[src/rtl/gpm_pkg.sv]
package gpm_pkg;
  typedef enum logic [2:0] {
    RI_FUNC  = 3'd0,
    RI_DIR   = 3'd1,
    RI_DATA  = 3'd2,
    RI_LVL   = 3'd3,
    RI_STAT  = 3'd4,
    RI_NMIEN = 3'd5
  } reg_idx_e;

  localparam int NREGS = 6;
endpackage

[src/rtl/gpm_sync.sv]
module gpm_sync #(
  parameter int W      = 32,
  parameter int STAGES = 2
) (
  input  logic         clk,
  input  logic         rst,
  input  logic [W-1:0] din,
  output logic [W-1:0] dout
);
  logic [W-1:0] stg [STAGES];

  // Stage 0 samples the raw input; each later stage samples the one before it.
  for (genvar k = 0; k < STAGES; k++) begin : g_stage
    if (k == 0) begin : g_first
      always_ff @(posedge clk) begin
        if (rst) stg[0] <= '0;
        else     stg[0] <= din;
      end
    end else begin : g_next
      always_ff @(posedge clk) begin
        if (rst) stg[k] <= '0;
        else     stg[k] <= stg[k-1];
      end
    end
  end

  assign dout = stg[STAGES-1];
endmodule

[src/rtl/gpm_regfile.sv]
module gpm_regfile
  import gpm_pkg::*;
#(
  parameter int N     = 32,
  parameter int ABITS = 5
) (
  input  logic             clk,
  input  logic             rst,
  input  logic             wr,
  input  logic             rd,
  input  logic [ABITS-1:0] addr,
  input  logic [N-1:0]     wdata,
  output logic [N-1:0]     rdata,
  input  logic [N-1:0]     pin_sync,
  input  logic [N-1:0]     stat_q,
  output logic [N-1:0]     sel_q,
  output logic [N-1:0]     dir_q,
  output logic [N-1:0]     lvl_q,
  output logic [N-1:0]     en_q,
  output logic [N-1:0]     sel_d,
  output logic [N-1:0]     dir_d,
  output logic [N-1:0]     data_d,
  output logic [N-1:0]     en_d,
  output logic             stat_wr
);
  localparam int IW = ABITS - 2;

  logic [IW-1:0] idx;
  logic          aligned;
  logic [N-1:0]  data_q;
  logic [N-1:0]  lvl_d;
  logic [N-1:0]  rmux;

  assign idx     = addr[ABITS-1:2];
  assign aligned = (addr[1:0] == 2'b00);

  function automatic logic hit_idx(input logic [IW-1:0] i, input reg_idx_e r);
    return i == IW'(r);
  endfunction

  // Next-state values of the stored registers.
  always_comb begin
    sel_d  = sel_q;
    dir_d  = dir_q;
    data_d = data_q;
    lvl_d  = lvl_q;
    en_d   = en_q;
    if (wr && aligned) begin
      if (hit_idx(idx, RI_FUNC))  sel_d  = wdata;
      if (hit_idx(idx, RI_DIR))   dir_d  = wdata;
      if (hit_idx(idx, RI_DATA))  data_d = wdata;
      if (hit_idx(idx, RI_LVL))   lvl_d  = wdata;
      if (hit_idx(idx, RI_NMIEN)) en_d   = wdata;
    end
  end

  assign stat_wr = wr && aligned && hit_idx(idx, RI_STAT);

  always_ff @(posedge clk) begin
    if (rst) begin
      sel_q  <= '0;
      dir_q  <= '0;
      data_q <= '0;
      lvl_q  <= '0;
      en_q   <= '0;
    end else begin
      sel_q  <= sel_d;
      dir_q  <= dir_d;
      data_q <= data_d;
      lvl_q  <= lvl_d;
      en_q   <= en_d;
    end
  end

  // Read multiplexer. Unmapped or misaligned addresses read as 0.
  always_comb begin
    rmux = '0;
    if (aligned) begin
      if (hit_idx(idx, RI_FUNC))  rmux = sel_q;
      if (hit_idx(idx, RI_DIR))   rmux = dir_q;
      if (hit_idx(idx, RI_DATA))  rmux = pin_sync;
      if (hit_idx(idx, RI_LVL))   rmux = lvl_q;
      if (hit_idx(idx, RI_STAT))  rmux = stat_q;
      if (hit_idx(idx, RI_NMIEN)) rmux = en_q;
    end
  end

  always_ff @(posedge clk) begin
    if (rst)     rdata <= '0;
    else if (rd) rdata <= rmux;
  end
endmodule

[src/rtl/gpm_status.sv]
module gpm_status #(
  parameter int N = 32
) (
  input  logic         clk,
  input  logic         rst,
  input  logic [N-1:0] pin_sync,
  input  logic [N-1:0] lvl_q,
  input  logic         stat_wr,
  input  logic [N-1:0] wdata,
  input  logic [N-1:0] en_d,
  output logic [N-1:0] stat_q,
  output logic [N-1:0] irq_pin,
  output logic         irq_nmi
);
  logic [N-1:0] hit;
  logic [N-1:0] keep;
  logic [N-1:0] stat_d;

  assign hit    = ~(pin_sync ^ lvl_q);
  assign keep   = stat_wr ? wdata : '1;
  assign stat_d = (stat_q & keep) | hit;

  // Interrupt outputs are registered from the next-state values, so they
  // line up with stat_q and the routing register in the same cycle.
  always_ff @(posedge clk) begin
    if (rst) begin
      stat_q  <= '0;
      irq_pin <= '0;
      irq_nmi <= 1'b0;
    end else begin
      stat_q  <= stat_d;
      irq_pin <= stat_d & ~en_d;
      irq_nmi <= |(stat_d & en_d);
    end
  end
endmodule

[src/rtl/gpm_padmux.sv]
module gpm_padmux #(
  parameter int N = 32
) (
  input  logic         clk,
  input  logic         rst,
  input  logic [N-1:0] sel_d,
  input  logic [N-1:0] dir_d,
  input  logic [N-1:0] data_d,
  input  logic [N-1:0] alt_out,
  input  logic [N-1:0] alt_oe,
  output logic [N-1:0] pad_out,
  output logic [N-1:0] pad_oe
);
  for (genvar i = 0; i < N; i++) begin : g_pin
    always_ff @(posedge clk) begin
      if (rst) begin
        pad_out[i] <= 1'b0;
        pad_oe[i]  <= 1'b0;
      end else if (sel_d[i]) begin
        pad_out[i] <= alt_out[i];
        pad_oe[i]  <= alt_oe[i];
      end else begin
        pad_out[i] <= data_d[i];
        pad_oe[i]  <= dir_d[i];
      end
    end
  end
endmodule

[src/rtl/gpm_ctrl.sv]
module gpm_ctrl #(
  parameter int N     = 32,
  parameter int ABITS = 5,
  parameter int SYNC  = 2
) (
  input  logic             clk,
  input  logic             rst,
  input  logic             reg_wr,
  input  logic             reg_rd,
  input  logic [ABITS-1:0] reg_addr,
  input  logic [N-1:0]     reg_wdata,
  output logic [N-1:0]     reg_rdata,
  input  logic [N-1:0]     pad_in,
  output logic [N-1:0]     pad_out,
  output logic [N-1:0]     pad_oe,
  input  logic [N-1:0]     alt_out,
  input  logic [N-1:0]     alt_oe,
  output logic [N-1:0]     irq_pin,
  output logic             irq_nmi
);
  logic [N-1:0] pin_sync;
  logic [N-1:0] stat_q;
  logic [N-1:0] sel_q, dir_q, lvl_q, en_q;
  logic [N-1:0] sel_d, dir_d, data_d, en_d;
  logic         stat_wr;

  gpm_sync #(.W(N), .STAGES(SYNC)) u_sync (
    .clk (clk),
    .rst (rst),
    .din (pad_in),
    .dout(pin_sync)
  );

  gpm_regfile #(.N(N), .ABITS(ABITS)) u_regs (
    .clk     (clk),
    .rst     (rst),
    .wr      (reg_wr),
    .rd      (reg_rd),
    .addr    (reg_addr),
    .wdata   (reg_wdata),
    .rdata   (reg_rdata),
    .pin_sync(pin_sync),
    .stat_q  (stat_q),
    .sel_q   (sel_q),
    .dir_q   (dir_q),
    .lvl_q   (lvl_q),
    .en_q    (en_q),
    .sel_d   (sel_d),
    .dir_d   (dir_d),
    .data_d  (data_d),
    .en_d    (en_d),
    .stat_wr (stat_wr)
  );

  gpm_status #(.N(N)) u_stat (
    .clk     (clk),
    .rst     (rst),
    .pin_sync(pin_sync),
    .lvl_q   (lvl_q),
    .stat_wr (stat_wr),
    .wdata   (reg_wdata),
    .en_d    (en_d),
    .stat_q  (stat_q),
    .irq_pin (irq_pin),
    .irq_nmi (irq_nmi)
  );

  gpm_padmux #(.N(N)) u_pads (
    .clk    (clk),
    .rst    (rst),
    .sel_d  (sel_d),
    .dir_d  (dir_d),
    .data_d (data_d),
    .alt_out(alt_out),
    .alt_oe (alt_oe),
    .pad_out(pad_out),
    .pad_oe (pad_oe)
  );
endmodule

[config.mk]
export PLATFORM = sky130hd
export DESIGN_NAME = gpm_ctrl
export DESIGN_NICKNAME = d
export VERILOG_FILES = /design/src/rtl/gpm_pkg.sv /design/src/rtl/gpm_sync.sv /design/src/rtl/gpm_regfile.sv /design/src/rtl/gpm_status.sv /design/src/rtl/gpm_padmux.sv /design/src/rtl/gpm_ctrl.sv
export SDC_FILE = /design/constraint.sdc
export NUM_CORES = 1
export LEC_CHECK = 0
export BUFFER_PORTS_ARGS = -buffer_cell sky130_fd_sc_hd__buf_2
export CORE_MARGIN = 2
export CORE_UTILIZATION = 35
export DETAILED_ROUTE_END_ITERATION = 10
export SYNTH_ARGS = -nofsm -noshare
export SYNTH_HDL_FRONTEND = slang
export SYNTH_SLANG_ARGS = --single-unit
[constraint.sdc]
create_clock -name clk -period 1.9 [get_ports clk]
set_input_delay 0.095 -clock clk [delete_from_list [all_inputs] [get_ports clk]]
set_output_delay 0.095 -clock clk [all_outputs]
set_load 0.005 [all_outputs]
Word-level counts from Yosys, hierarchy flattened
Memory sizes are Yosys's and may differ from the RTL's.
Cells that the tools add are included.
{ "classes": {"eq_ne": 5, "bitwise": 9, "muxes": 85, "n_reduce_logical": 6} }
{ "op_table": {"columns": ["operator", "n"], "rows": [
  ["32-bit two-way mux", 18],
  ["32-bit AND", 3],
  ["1-bit two-way mux", 67],
  ["32-bit NOT", 2],
  ["32-bit bitwise OR", 1],
  ["32-bit OR reduction", 1],
  ["32-bit XOR", 1],
  ["3-bit by 2-bit equality test with 1-bit output (second input constant)", 2],
  ["3-bit equality test (second input constant)", 2],
  ["3-bit by 1-bit equality test with 1-bit output (second input constant)", 1],
  ["3-bit logical NOT", 1],
  ["1-bit logical AND", 2],
  ["2-bit logical NOT", 1],
  ["1-bit bitwise OR", 2],
  ["2-bit AND reduction", 1]
]} }
{ "totals": {"wordCells": 179, "mem_bits_rw": 64, "n_memories": 1, "reg_bits": 321, "in_bits": 137, "out_inout_bits": 129} }
{ "mem_list": {"columns": ["memory", "depth", "width", "read_ports", "rd_ports_with_merged_regs", "wr", "line_no", "text"], "rows": [
  ["u_sync.stg", 2, 32, 2, 0, 2, "gpm_sync.sv:10", "logic [W-1:0] stg [STAGES];"]
]} }

Longest topological paths before layout
{ "logic_depth": {"depth_word": 8, "mapped_depth": 11, "mapped_depth_nobuf": 7} }

Modules after synthesis
Synthesis repeated with hierarchy kept, for this count alone.
{ "hier_totals": {"cells_unflattened": 1513, "hier_area_um2": 15537.4} }
{ "by_module_without_submodules": {"columns": ["mod", "area_each_um2", "instances", "cells_per_inst", "seq_area_each_um2"], "rows": [
  ["gpm_regfile", 8822.2, 1, 891, 3843.7],
  ["gpm_status", 2556.2, 1, 288, 1301.2],
  ["gpm_padmux", 2240.9, 1, 199, 1281.2],
  ["gpm_sync", 1918.1, 1, 135, 1281.2]
]} }

Worst setup path after synthesis
No wires, ideal clock.
{ "synth_timing": {"kind": "in2reg", "from": "input port reg_addr[3]", "to": "register u_stat.irq_nmi", "n_path_buf": 3, "required_ps": 1762, "cell_stages": 10, "setup_ps": 138, "path_slack_ps": 10, "arrival_ps": 1752, "cell_sequence": "buf_2 and3b_1 buf_2 nand2_1 buf_2 mux2i_1 a21oi_1 nor4_1 and4_1 a41oi_1"} }
{ "synth_between": {"elab_chain_cells": 7} }
{ "synth_rtl": {"columns": ["element", "line_no", "text"], "rows": [
  ["start, declared", "gpm_ctrl.sv:10", "input logic [ABITS-1:0] reg_addr,"],
  ["3-bit equality test", "gpm_regfile.sv:38", "return i == IW'(r);"],
  ["1-bit logical AND", "gpm_regfile.sv:57", "assign stat_wr = wr && aligned && hit_idx(idx, RI_STAT);"],
  ["32-bit two-way mux", "gpm_status.sv:20", "assign keep = stat_wr ? wdata : '1;"],
  ["32-bit AND", "gpm_status.sv:21", "assign stat_d = (stat_q & keep) | hit;"],
  ["32-bit bitwise OR", "gpm_status.sv:21", null],
  ["32-bit AND *", "gpm_status.sv:33", "irq_nmi <= |(stat_d & en_d);"],
  ["32-bit OR reduction *", "gpm_status.sv:33", null],
  ["end signal, assigned", "gpm_status.sv:33", null],
  ["end, declared", "gpm_status.sv:13", "output logic irq_nmi"]
]} }
Every way passes the cells marked *; elsewhere a longest branch is shown, timed or not.
A chain may end at the register's enable or synchronous reset.

Worst setup path in the final report
{ "layout_timing": {"from": "input port reg_addr[1]", "to": "register u_pads.pad_out[25]"} }
{ "layout_between": {"elab_chain_cells": 4} }
{ "layout_rtl": {"columns": ["element", "line_no", "text"], "rows": [
  ["2-bit logical NOT *", "gpm_regfile.sv:35", "assign aligned = (addr[1:0] == 2'b00);"],
  ["1-bit logical AND *", "gpm_regfile.sv:48", "if (wr && aligned) begin"],
  ["32-bit two-way mux", "gpm_regfile.sv:48", null],
  ["1-bit two-way mux *", "gpm_padmux.sv:19", "end else if (sel_d[i]) begin"],
  ["end signal, assigned by index", "gpm_padmux.sv:20", "pad_out[i] <= alt_out[i];"],
  ["end signal, assigned by index", "gpm_padmux.sv:23", "pad_out[i] <= data_d[i];"],
  ["end, declared", "gpm_padmux.sv:11", "output logic [N-1:0] pad_out,"]
]} }
Marks and branches as above.

==> results_dict.tcl <==
set metrics [dict create \
    status "finished, final reports clean" \
    crit_type "primary input to flip-flop" \
    total_power_mw 17.9 \
    final_cell_mix "dfxtp_1, buf_2, nand2_1" \
    vias 13204 \
    crit_slowest_cell "dlygate4sd3_1" \
    tns_ns 0 \
    drtAntennaViolNets 0 \
    cp_num_buf_inv 5 \
    reg2regPathDepth 6 \
    cts_setup_buffers 0 \
    yosys_warnings 0 \
    clk_latency_ns 0.56 \
    hp-start "reg_addr[4]" \
    arrival_ns 2.23 \
    tightestPinTransition_ns 0.504 \
    start_util 0.354 \
    synth_area_um2 14400 \
    antenna_found_initial 0 \
    synthXorXnorAreaFrac 0.0207 \
    hold_path_class "primary input to flip-flop" \
    synth.distinct_cells 53 \
    drive_gt1_frac 0.240 \
    slew-limit-headroom 0.661 \
    cts_sinks 385 \
    cts_root_buffer "clkbuf_16" \
    finalHoldViolCount 0 \
    cts_buffers 40 \
    end_kind "flip-flop" \
    synth_compound_area_frac 0.201 \
    grt_overflow_total 0 \
    ys_seq_area_frac 0.536 \
    vdd_ir_drop_max_mv 0.737 \
    dp_hpwl_um 36300 \
    n_antenna_cell 0 \
    io_buffer_count 265 \
    synth_edf_count 0 \
    ys_seq_elements 385 \
    clock_path_buffers 3 \
    synth_mux_area_frac 0.0573 \
    synthFlopType "dfxtp_1" \
    final_common_cell "dfxtp_1" \
    async_flop_share 0 \
    grt_pass1_wl_um 76300 \
    drtPass1Iterations 6 \
    synth.avg_cell_area_um2 9.26 \
    path_common_cell "buf_4" \
    worstPathCellList "buf_2, nor3b_4, buf_4, buf_4, nand2_2, buf_12, mux2i_1, nor2_1, o22a_1, dlygate4sd3_1" \
    max_stage_delay_ns 0.56 \
    dieArea_um2 42700 \
    fin_skew_ns 0.0154 \
    cpLargestDelayFamily "buffers and inverters" \
    path_max_fanout 16 \
    startpoint_type "primary input" \
    cts_tree "built" \
    die_h_um 207 \
    synthToLayoutAreaGrowth_pct 38.8 \
    syn_inst 1552 \
    hold_depth 5 \
    cp.required_ns 2.35 \
    first_global_vias 12895 \
    yosys.area_share.simple 0.148 \
    grt_usage 0.235 \
    wl_um 50700 \
    avgViaCountPerCell 5.10 \
    drt_iter0_drc 1084 \
    die_w_um 207 \
    critical_path_depth 10 \
    pin_count 266 \
    clkTransAtPathRegs_ns 0.06 \
    stdcell_count 2587 \
    power_density_nw_per_um2 898 \
    rsz0062_at_grt "no" \
    row_count 74 \
    p_leak_nw 8.59 \
    period_share 0.941 \
    place_inst 2377 \
    place.gp.congestion 0.933 \
    synth_top_family_by_area "compound AO/OA/AOI/OAI gates" \
    maxCapViolCount 0 \
    core_um2 40600 \
    r2r-start "u_sync.stg[1][27]" \
    syn_nets 1689 \
    period_needed_ns 1.79 \
    synth_fa_ha_area_frac 0 \
    drcViolationCount 0 \
    setup_viol 0 \
    drv_slew 0 \
    grt_max_degree 58 \
    startpoint "reg_addr[1]" \
    htreeDepth 2 \
    max_freq_ghz 0.560 \
    nets 2161 \
    wl_per_cell_um 19.6 \
]
-- timing repair --
action | CTS | global route
hold endpoints to repair | 243 | 0
resized for setup | 0 | 10
endpoints found under the setup margin | 0 | 2
hold buffers | 137 | 0
-- state kept, by name (all words and copies together), names as in the netlist --
name	flops
u_stat.stat_q	32
u_stat.irq_pin	32
u_regs.en_q	32
u_pads.pad_oe	32
u_regs.sel_q	32
u_regs.data_q	32
u_regs.rdata	32
u_regs.dir_q	32
u_regs.lvl_q	32
u_stat.irq_nmi	1
u_sync.stg	64
u_pads.pad_out	32
-- synthesized netlist by cell type (2+ instances only) --
| cell type | number | area, µm² |
|---|---|---|
| a41oi_1 | 2 | 17.5 |
| nand2b_1 | 3 | 18.8 |
| a2bb2oi_1 | 7 | 61.3 |
| mux2i_1 | 80 | 801 |
| o22a_1 | 65 | 569 |
| nor2_1 | 129 | 484 |
| nor4_1 | 5 | 31.3 |
| nor2b_1 | 67 | 419 |
| a31oi_1 | 16 | 100 |
| a22oi_1 | 56 | 420 |
| nand2_1 | 215 | 807 |
| o21ai_0 | 49 | 245 |
| buf_6 | 2 | 22.5 |
| a21oi_1 | 191 | 956 |
| nand3_1 | 3 | 15.0 |
| and2_1 | 32 | 200 |
| and3_1 | 2 | 12.5 |
| buf_2 | 22 | 110 |
| nor3_1 | 4 | 20.0 |
| xnor2_1 | 14 | 123 |
| buf_1 | 6 | 22.5 |
| a222oi_1 | 8 | 80.1 |
| clkbuf_1 | 76 | 285 |
| o221a_2 | 2 | 22.5 |
| a211oi_1 | 4 | 30.0 |
| dfxtp_1 | 385 | 7710 |
| xor2_1 | 20 | 175 |
| o211ai_1 | 22 | 165 |
| o22ai_1 | 16 | 100 |
| o32ai_1 | 6 | 52.6 |
| inv_1 | 21 | 78.8 |
-- metal layers --
metal  vias up  global-route usage  routed length, µm
li1       6367                   -                  -
met1      6264               0.310              22100
met4         0               0.105               1930
met5         -                   0                  0
met2       490               0.385              23600
met3        83              0.0322               3100
-- final cells by class --
cell class / instances / area (µm²)
fillers: 3752 / 20700
multi-input cells: 1039 / 6240
repair buffers: 537 / 3900
inverters: 21 / 78.8
well taps: 532 / 666
flip-flops and latches: 385 / 7710
clock inverters: 17 / 203
clock buffers: 56 / 1150
-- worst register-to-register path, delay by kind of cell, from the launching register on --
| kind | cells | cell delay (ns) |
|---|---|---|
| AOI/OAI and AO/OA | 1 | 0.11 |
| DFF | 1 | 0.44 |
| and+or+nand+nor | 4 | 0.87 |
| xor gates and xnor gates | 1 | 0.24 |
-- worst paths after layout --
check                       end  slack, ns
min reg2reg   u_sync.stg[1][11]       0.44
min            u_regs.rdata[25]       0.15
max reg2reg      u_stat.irq_nmi       0.12
max          u_pads.pad_out[25]       0.11
-- power by group --
part,leakage (nW),internal (mW),switching [mW]
Clock,0.659,4.80,3.33
Combinational,4.79,0.644,0.725
Sequential,3.14,8.28,0.125
Total,8.59,13.7,4.18
-- logic make-up (layout without fill, tap and decap cells) --
group | count (synthesis) | after routing
AOI/OAI and AO/OA | 451 | 451
xor gates and xnor gates | 34 | 34
buffers and inverters | 128 | 631
DFF | 385 | 385
muxes | 81 | 81
and+or+nand+nor | 473 | 473
-- metrics by stage --
| step | util | setup WS (ns) | area, µm² | hold slack (ns) |
|---|---|---|---|---|
| after floorplan | - | 0.0101 | 14400 | 0.223 |
| after global placement | 0.422 | -0.245 | 17200 | 0.312 |
| after detailed placement | 0.422 | -0.257 | 17200 | 0.308 |
| after CTS | 0.490 | 0.0807 | 19900 | 0.121 |
| after global routing | 0.491 | 0.00207 | 19900 | 0.179 |
| final | 0.491 | 0.113 | 19900 | 0.148 |
(Power assumes the default switching activity.)
